## config.mk

```make
export PLATFORM = sky130hd
export DESIGN_NAME = pcsd_top
export DESIGN_NICKNAME = d
export VERILOG_FILES = /design/src/rtl/pcsd_pkg.sv /design/src/rtl/pcsd_match.sv /design/src/rtl/pcsd_first.sv /design/src/rtl/pcsd_top.sv
export SDC_FILE = /design/constraint.sdc
export NUM_CORES = 1
export LEC_CHECK = 0
export BUFFER_PORTS_ARGS = -buffer_cell sky130_fd_sc_hd__buf_2
export CAP_MARGIN = 20
export CORE_AREA = 5 5 377 379
export CTS_BUF_LIST = sky130_fd_sc_hd__clkbuf_4 sky130_fd_sc_hd__clkbuf_8
export DETAILED_ROUTE_END_ITERATION = 6
export DIE_AREA = 0 0 382 384
export GPL_ROUTABILITY_DRIVEN = 0
export SYNTH_ARGS = -nofsm -noshare
export SYNTH_HDL_FRONTEND = slang
export SYNTH_SLANG_ARGS = --single-unit
```

## constraint.sdc

```tcl
create_clock -name clk_i -period 1.85 [get_ports clk_i]
set_input_delay 0.0925 -clock clk_i [delete_from_list [all_inputs] [get_ports clk_i]]
set_output_delay 0.0925 -clock clk_i [all_outputs]
set_load 0.005 [all_outputs]
```

## src/rtl/pcsd_pkg.sv

```systemverilog
package pcsd_pkg;
    localparam int ADDR_W_DEF = 16;
    localparam int PAGE_W_DEF = 4;
    localparam int N_CODE_DEF = 8;
    localparam int N_CS_DEF   = 11;

    typedef enum logic {
        HI_LATCHED = 1'b0,
        HI_LIVE    = 1'b1
    } hi_mode_e;
endpackage

```

## src/rtl/pcsd_match.sv

```systemverilog
module pcsd_match #(
    parameter int N      = 1,
    parameter int FA_W   = 17,
    parameter int PAGE_W = 4
) (
    input  logic [FA_W-1:0]              full_i,
    input  logic [PAGE_W-1:0]            page_i,
    input  logic [N-1:0][FA_W-1:0]       base_i,
    input  logic [N-1:0][FA_W-1:0]       care_i,
    input  logic [N-1:0][PAGE_W-1:0]     pbase_i,
    input  logic [N-1:0][PAGE_W-1:0]     pcare_i,
    input  logic [N-1:0]                 en_i,
    output logic [N-1:0]                 hit_o
);
    for (genvar g = 0; g < N; g++) begin : g_entry
        logic addr_ok;
        logic page_ok;
        assign addr_ok  = ((full_i ^ base_i[g]) & care_i[g]) == '0;
        assign page_ok  = ((page_i ^ pbase_i[g]) & pcare_i[g]) == '0;
        assign hit_o[g] = en_i[g] & addr_ok & page_ok;
    end
endmodule

```

## src/rtl/pcsd_first.sv

```systemverilog
module pcsd_first #(
    parameter int N = 8
) (
    input  logic [N-1:0] req_i,
    output logic [N-1:0] gnt_o
);
    always_comb begin
        gnt_o = '0;
        for (int i = 0; i < N; i++) begin
            if (req_i[i] && (gnt_o == '0)) begin
                gnt_o[i] = 1'b1;
            end
        end
    end
endmodule

```

## src/rtl/pcsd_top.sv

```systemverilog
module pcsd_top
    import pcsd_pkg::*;
#(
    parameter int ADDR_W = ADDR_W_DEF,
    parameter int PAGE_W = PAGE_W_DEF,
    parameter int N_CODE = N_CODE_DEF,
    parameter int N_CS   = N_CS_DEF,
    localparam int FA_W  = ADDR_W + 1
) (
    input  logic                          clk_i,
    input  logic                          rst_i,
    input  logic [ADDR_W-1:0]             addr_i,
    input  logic                          hi_i,
    input  logic                          ale_i,
    input  logic                          csi_i,
    input  logic                          rd_i,
    input  logic                          wr_i,
    input  logic [PAGE_W-1:0]             pg_wdata_i,
    input  logic                          cfg_hi_live_i,
    input  logic [N_CODE-1:0][FA_W-1:0]   cfg_code_base_i,
    input  logic [N_CODE-1:0][FA_W-1:0]   cfg_code_care_i,
    input  logic [N_CODE-1:0][PAGE_W-1:0] cfg_code_page_i,
    input  logic [N_CODE-1:0][PAGE_W-1:0] cfg_code_pcare_i,
    input  logic [N_CODE-1:0]             cfg_code_en_i,
    input  logic [FA_W-1:0]               cfg_ram_base_i,
    input  logic [FA_W-1:0]               cfg_ram_care_i,
    input  logic [PAGE_W-1:0]             cfg_ram_page_i,
    input  logic [PAGE_W-1:0]             cfg_ram_pcare_i,
    input  logic                          cfg_ram_en_i,
    input  logic [N_CS-1:0][FA_W-1:0]     cfg_cs_base_i,
    input  logic [N_CS-1:0][FA_W-1:0]     cfg_cs_care_i,
    input  logic [N_CS-1:0][PAGE_W-1:0]   cfg_cs_page_i,
    input  logic [N_CS-1:0][PAGE_W-1:0]   cfg_cs_pcare_i,
    input  logic [N_CS-1:0]               cfg_cs_en_i,
    input  logic [N_CS-1:0]               cfg_cs_wrq_i,
    input  logic [N_CS-1:0]               cfg_cs_rdq_i,
    input  logic [FA_W-1:0]               cfg_pg_base_i,
    input  logic [FA_W-1:0]               cfg_pg_care_i,
    output logic [N_CODE-1:0]             code_sel_o,
    output logic                          ram_sel_o,
    output logic [N_CS-1:0]               cs_o
);
    typedef struct packed {
        logic [ADDR_W-1:0] addr;
        logic              hi;
        logic [PAGE_W-1:0] page;
    } state_t;

    state_t state_d, state_q;

    hi_mode_e         hi_mode;
    logic             hi_dec;
    logic [FA_W-1:0]  full_addr;
    logic [N_CODE-1:0] code_hit;
    logic [N_CODE-1:0] code_pick;
    logic [0:0]       ram_hit;
    logic [N_CS-1:0]  cs_hit;
    logic [0:0]       pg_hit;
    logic             pg_wr;

    assign hi_mode   = hi_mode_e'(cfg_hi_live_i);
    assign hi_dec    = (hi_mode == HI_LIVE) ? hi_i : state_q.hi;
    assign full_addr = {hi_dec, state_q.addr};

    pcsd_match #(.N(N_CODE), .FA_W(FA_W), .PAGE_W(PAGE_W)) code_match_i (
        .full_i (full_addr),
        .page_i (state_q.page),
        .base_i (cfg_code_base_i),
        .care_i (cfg_code_care_i),
        .pbase_i(cfg_code_page_i),
        .pcare_i(cfg_code_pcare_i),
        .en_i   (cfg_code_en_i),
        .hit_o  (code_hit)
    );

    pcsd_first #(.N(N_CODE)) code_first_i (
        .req_i(code_hit),
        .gnt_o(code_pick)
    );

    pcsd_match #(.N(1), .FA_W(FA_W), .PAGE_W(PAGE_W)) ram_match_i (
        .full_i (full_addr),
        .page_i (state_q.page),
        .base_i (cfg_ram_base_i),
        .care_i (cfg_ram_care_i),
        .pbase_i(cfg_ram_page_i),
        .pcare_i(cfg_ram_pcare_i),
        .en_i   (cfg_ram_en_i),
        .hit_o  (ram_hit)
    );

    pcsd_match #(.N(N_CS), .FA_W(FA_W), .PAGE_W(PAGE_W)) cs_match_i (
        .full_i (full_addr),
        .page_i (state_q.page),
        .base_i (cfg_cs_base_i),
        .care_i (cfg_cs_care_i),
        .pbase_i(cfg_cs_page_i),
        .pcare_i(cfg_cs_pcare_i),
        .en_i   (cfg_cs_en_i),
        .hit_o  (cs_hit)
    );

    pcsd_match #(.N(1), .FA_W(FA_W), .PAGE_W(PAGE_W)) pg_match_i (
        .full_i (full_addr),
        .page_i (state_q.page),
        .base_i (cfg_pg_base_i),
        .care_i (cfg_pg_care_i),
        .pbase_i('0),
        .pcare_i('0),
        .en_i   (1'b1),
        .hit_o  (pg_hit)
    );

    assign pg_wr = csi_i & wr_i & pg_hit[0];

    // Output gating: chip enable plus per-output strobe qualification
    always_comb begin
        code_sel_o = csi_i ? code_pick : '0;
        ram_sel_o  = csi_i & ram_hit[0];
        for (int j = 0; j < N_CS; j++) begin
            cs_o[j] = csi_i & cs_hit[j]
                    & (~cfg_cs_wrq_i[j] | wr_i)
                    & (~cfg_cs_rdq_i[j] | rd_i);
        end
    end

    always_comb begin
        state_d = state_q;
        if (ale_i) begin
            state_d.addr = addr_i;
            state_d.hi   = hi_i;
        end
        if (pg_wr) begin
            state_d.page = pg_wdata_i;
        end
    end

    always_ff @(posedge clk_i) begin
        if (rst_i) begin
            state_q <= '0;
        end else begin
            state_q <= state_d;
        end
    end
endmodule

```

---- Word-level counts from Yosys, hierarchy flattened ----
Index checks and enable logic that the tools add are counted.
word-level totals
  register bits after elaboration ......... 21
  input bits .............................. 944
  word-level logic and storage cells ...... 270
cells by class
  multiplexer cells ....................... 10
  bitwise operators ....................... 203
  reductions and logical operators ........ 54
operator list
  cell               count
  $and 17x17->17     21
  $logic_not 17->1   21
  $xor 17x17->17     21
  $logic_not 4->1    21
  $and 4x4->4        20
  $xor 4x4->4        20
  $and 1x1->1        76
  $not 1->1          23
  $or 1x1->1         22
  $mux 1             9
  $mux 8             1
  $logic_and 1x1->1  7
  $logic_not 7->1    1
  $logic_not 6->1    1
  $logic_not 5->1    1
  $logic_not 3->1    1
  $logic_not 2->1    1

---- Depth between registers and ports, before layout ----
  word-level depth ........................ 29
  depth in mapped cells ................... 9
  mapped depth without buffers ............ 6

---- By module ----
A second synthesis with hierarchy kept.
unflattened totals
  cells, all modules ...................... 921
  area, all modules ....................... 7622.3 µm²
modules (own cells, without submodules)
  module                        instances  cells each  area an instance (µm²)  sequential area each (µm²)
  pcsd_match at cs_match_i      1          417         3387.0                  0.0
  pcsd_match at code_match_i    1          309         2506.2                  0.0
  pcsd_top                      1          113         1048.5                  420.4
  pcsd_match at pg_match_i ...  2          36          300.3                   0.0
  pcsd_first                    1          10          80.1                    0.0

---- Worst setup path before layout ----
No wires, ideal clock.
  path type ............................... flip-flop to output port
  start ................................... register state_q (netlist bit full_addr[7])
  end ..................................... output code_sel_o[4]
  arrival time ............................ 1740 ps
  data required time ...................... 1757 ps
  path slack .............................. 18 ps
  cell stages (with the launch flop) ...... 8
  path buffers ............................ 2
  cells stage by stage .................... dfxtp_1 buf_2 buf_4 xor2_1 a222oi_1 nand3_1 a2111o_1 nor3b_1
on the way
  cells in the longest elaborated chain, start to end .. 19
  elaborated cells on any way between the ends .. 39
  classes of those cells .................. 6 x mux; 21 x bitwise; 12 x reduce/logical
ends and longest elaborated chain
  item                       RTL line          RTL
  start, declared            pcsd_top.sv:49    state_t state_d, state_q;
  start signal, assigned     pcsd_top.sv:142   state_q <= state_d;
  $xor 17x17->17             pcsd_match.sv:18  assign addr_ok = ((full_i ^ base_i[g]) & care_i[g]) == '0;
  $and 17x17->17             pcsd_match.sv:18
  $logic_not 17->1           pcsd_match.sv:18
  $and 1x1->1 (2 in series)  pcsd_match.sv:20  assign hit_o[g] = en_i[g] & addr_ok & page_ok;
  $mux 1                     pcsd_first.sv:10  if (req_i[i] && (gnt_o == '0)) begin
  $not 1->1                  pcsd_first.sv:10
  $logic_and 1x1->1          pcsd_first.sv:10
  $mux 1                     pcsd_first.sv:10
  [2 not listed]             --
  $mux 1                     pcsd_first.sv:10
  $logic_not 3->1            pcsd_first.sv:10
  $logic_and 1x1->1          pcsd_first.sv:10
  $mux 1                     pcsd_first.sv:10
  $logic_not 4->1            pcsd_first.sv:10
  $logic_and 1x1->1 *        pcsd_first.sv:10
  $mux 1 *                   pcsd_first.sv:10
  $mux 8 *                   pcsd_top.sv:118   code_sel_o = csi_i ? code_pick : '0;
  end, declared              pcsd_top.sv:39    output logic [N_CODE-1:0] code_sel_o,
Mark *: on every way between the ends. The rest lies on a longest branch, timed or not.

---- Final worst setup path ----
  start ................................... register state_q (netlist bit full_addr[13])
  end ..................................... output code_sel_o[7]
on the way
  cells in the longest elaborated chain, start to end .. 28
  elaborated cells on any way between the ends .. 63
  classes of those cells .................. 9 x mux; 33 x bitwise; 21 x reduce/logical
ends and longest elaborated chain
  item                       RTL line
  $xor 17x17->17             pcsd_match.sv:18
  $and 17x17->17             pcsd_match.sv:18
  $logic_not 17->1           pcsd_match.sv:18
  $and 1x1->1 (2 in series)  pcsd_match.sv:20
  $mux 1                     pcsd_first.sv:10
  $not 1->1                  pcsd_first.sv:10
  $logic_and 1x1->1          pcsd_first.sv:10
  $mux 1                     pcsd_first.sv:10
  [11 not listed]            --
  $mux 1                     pcsd_first.sv:10
  $logic_not 6->1            pcsd_first.sv:10
  $logic_and 1x1->1          pcsd_first.sv:10
  $mux 1                     pcsd_first.sv:10
  $logic_not 7->1            pcsd_first.sv:10
  $logic_and 1x1->1 *        pcsd_first.sv:10
  $mux 1 *                   pcsd_first.sv:10
  $mux 8 *                   pcsd_top.sv:118
Marks and branches as above.

==> impl_metrics.env <==
export IMPL_worstRegToRegCells=9
export IMPL_drive_gt1_share_pct=64.8
export IMPL_syn_area_sq_um=7430
export IMPL_wirelength_microns=120000
export IMPL_reg2reg_slack_ns=-0.41
export IMPL_yosys_warnings=0
export IMPL_routed_via_count=13400
export IMPL_synth_top_cell_area_share_pct=49.3
export IMPL_use_met1_pct=17.1
export IMPL_synth_mux_area_fraction_pct=3.01
export IMPL_hold_class="input pin to flop"
export IMPL_avgRoutedWirePerCell_microns=31.1
export IMPL_fmax_mhz=354
export IMPL_async_flop_share_pct=0
export IMPL_p_leak_nw=8.90
export IMPL_vias_per_cell=3.47
export IMPL_ctsLongestPathBuffers=2
export IMPL_synth_most_common_cell="xor2_1"
export IMPL_hold_end="full_addr[14]$_SDFFE_PP0P_"
export IMPL_drtPass1Iterations=7
export IMPL_synth_cell_type_count=37
export IMPL_drt_iter0_drc=1315
export IMPL_grt_pass1_wl_microns=144000
export IMPL_port_buffers=963
export IMPL_insertion_delay_ns=0.30
export IMPL_synth_compound_area_share_pct=24.7
export IMPL_startpoint_type="flop"
export IMPL_die_w_microns=382
export IMPL_max_slew_margin_pct=56.3
export IMPL_seq_area_frac_synth_pct=5.66
export IMPL_cp_arrival_ns=2.73
export IMPL_rows=137
export IMPL_worstMarginPinSlew_ns=0.654
export IMPL_syn2layout_area_growth_pct=139
export IMPL_met2_usage_pct=26.4
export IMPL_final_max_slew_viol_count=0
export IMPL_numCtsBuffers=3
export IMPL_path_clk_slew_ns=0.12
export IMPL_power_density_nw_per_um2=292
export IMPL_clock_sinks=21
export IMPL_synth_net_count=1852
export IMPL_utilization_pct=12.9
export IMPL_fin_cells=3863
export IMPL_grt_overflow_total=0
export IMPL_synthFlopType="dfxtp_1"
export IMPL_gr_usage_met3_pct=6.86
export IMPL_final_hold_violation_count=0
export IMPL_crit_path_end_kind="output port"
export IMPL_worstReg2RegStart="full_addr[1]$_SDFFE_PP0P_"
export IMPL_finalNetCount=2970
export IMPL_antenna_found_initial=128
export IMPL_io_pins=964
export IMPL_core_area_sq_um=139000
export IMPL_r2r_end="state_q[1]$_SDFFE_PP0P_"
export IMPL_final_setup_tns_ns=-15.04
export IMPL_hpwl_microns=108000
export IMPL_fin_crit_sh_pct=153
export IMPL_dieHeight_microns=384
export IMPL_synth_adder_area_share_pct=0
export IMPL_min_period_ns=2.82
export IMPL_failed_checks="DRC, setup timing"
export IMPL_synth_top_family_by_area="XOR/XNOR gates"
export IMPL_fin_ws_ns=-0.975
export IMPL_status="complete, but fails checks"
export IMPL_setup_violations=24
export IMPL_syn_inst=908
export IMPL_worstPathMaxFanout=7
export IMPL_min_from="addr_i[14]"
export IMPL_synth_edf_count=0
export IMPL_yosys_area_top_type="xor2_1"
export IMPL_synth_xor_area_share_pct=51.5
export IMPL_synth_simple_gate_area_share_pct=8.48
export IMPL_ant_nets=0
export IMPL_dpl_cell_count=3776
export IMPL_maxCapViolations=0
export IMPL_yosys_top_cells_area="xor2_1, a22oi_1, dfxtp_1"
export IMPL_grt_use_total_pct=15.2
export IMPL_grt_busiest_layer="met2"
export IMPL_start_util_pct=5.37
export IMPL_required_ns=1.76
export IMPL_skew_ns=0.00162
export IMPL_synth_top_cells_by_count="xor2_1, a22oi_1, nand3_1"
export IMPL_ys_ff_latch=21
export IMPL_htreeDepth=1
export IMPL_rsz0062_at_grt="true"
export IMPL_whs_path_depth=3
export IMPL_drc_errors=7
export IMPL_grt_start_max_net_pins=18
export IMPL_tritoncts="yes"
export IMPL_post_place_ws_ns=-0.736
export IMPL_crit_type="flop to output port"
export IMPL_cts_root_buf="clkbuf_8"
export IMPL_dieArea_sq_um=147000
export IMPL_syn_area_per_cell_sq_um=8.19
export IMPL_ir_worst_vdd_mv=0.235
export IMPL_first_global_vias=13600
==> stage by stage <==
stage | power [mW] | cell area (sq um) | hold slack [ns]
CTS | 5.21 | 17200 | 0.00247
global route | 5.50 | 17800 | 0.0184
detailed placement | 4.42 | 15800 | 0.342
floorplan | 1.78 | 7430 | 0.165
global placement | 4.41 | 15800 | 0.331
finish | 5.20 | 17800 | 0.0232
==> cell families (layout without fill, tap and decap cells) <==
| logic type | after synthesis | in the layout |
|---|---|---|
| compound gates | 230 | 230 |
| xor+xnor | 437 | 437 |
| buf+inv | 79 | 1196 |
| flops | 21 | 21 |
| mux | 22 | 22 |
| other cells | 0 | 31 |
| simple gates | 119 | 119 |
==> power by group <==
part | internal, mW | switching [mW]
Combinational | 1.96 | 2.32
Clock | 0.153 | 0.248
Sequential | 0.463 | 0.0647
Total | 2.58 | 2.63
==> registers in the layout, indices dropped and copies added (netlist names) <==
name       flops
state_q        5
full_addr     16
==> repair_timing <==
| item | CTS | global route |
|---|---|---|
| pin swaps | 68 | 50 |
| setup buffers | 32 | 22 |
| gates cloned | 1 | 2 |
| gates resized for setup | 172 | 64 |
| hold buffers | 1 | 0 |
| endpoints found under the hold margin | 1 | 0 |
| setup endpoints to repair | 24 | 24 |
==> cell usage in the layout, fill, tap and decap left out, types with 4 or more instances in the layout <==
| master | netlist | routed |
|---|---|---|
| buf_2 | 31 | 958 |
| xor2_1 | 418 | 385 |
| buf_4 | 13 | 121 |
| a22oi_1 | 134 | 120 |
| buf_12 | 0 | 52 |
| buf_6 | 13 | 32 |
| diode_2 | 0 | 31 |
| nand3_1 | 41 | 28 |
| xor2_2 | 0 | 23 |
| nor2_1 | 23 | 22 |
| a222oi_1 | 21 | 21 |
| nand4_1 | 20 | 20 |
| mux2i_1 | 21 | 20 |
| dfxtp_4 | 0 | 19 |
| xnor2_1 | 19 | 16 |
| a22o_1 | 16 | 15 |
| a22oi_2 | 0 | 14 |
| inv_1 | 14 | 14 |
| a221oi_2 | 0 | 14 |
| nand2_1 | 13 | 13 |
| a2111oi_4 | 0 | 12 |
| nand2b_1 | 11 | 11 |
| o2111ai_1 | 12 | 11 |
| xor2_4 | 0 | 10 |
| buf_8 | 1 | 10 |
| a21oi_1 | 12 | 9 |
| nand3_2 | 0 | 9 |
| nand3_4 | 0 | 4 |
==> worst max-delay path by stage <==
stage / startpoint / to / slack (ns) / cells after the start
2_1_floorplan: full_addr[7]$_SDFFE_PP0P_ / code_sel_o[4] / 0.02 / 7
3_5_place_dp: state_q[3]$_SDFFE_PP0P_ / cs_o[3] / -0.74 / 7
6_report: full_addr[13]$_SDFFE_PP0P_ / code_sel_o[7] / -0.97 / 10
5_1_grt: state_q[4]$_SDFFE_PP0P_ / code_sel_o[7] / -0.95 / 8
3_3_place_gp: state_q[3]$_SDFFE_PP0P_ / code_sel_o[6] / -0.76 / 9
4_1_cts: state_q[1]$_SDFFE_PP0P_ / code_sel_o[7] / -0.86 / 9
==> metal layers <==
metal | wire length (microns) | vias up
li1 | - | 5556
met1 | 43600 | 6309
met2 | 57600 | 1139
met3 | 14800 | 304
met4 | 3830 | 86
met5 | 546 | -
==> layout make-up <==
class | instances | area [sq um]
antenna | 31 | 77.6
sequential | 21 | 493
inverter | 14 | 52.6
clock buffer | 3 | 41.3
fill | 15900 | 121000
clock inverter | 1 | 5.00
tap | 1807 | 2260
multi-input combinational | 808 | 7500
timing repair buffer | 1178 | 7370
==> worst max-delay path: stages (launching register included) <==
cell	delay, ns
dfxtp_4	0.40
buf_12	0.16
xor2_1	0.19
buf_4	0.15
a22oi_2	0.20
nand4_1	0.13
nor2_1	0.10
nand4_1	0.41
buf_4	0.33
nor4bb_4	0.15
buf_2	0.13
No activity file was read; power rests on OpenSTA's default activity.
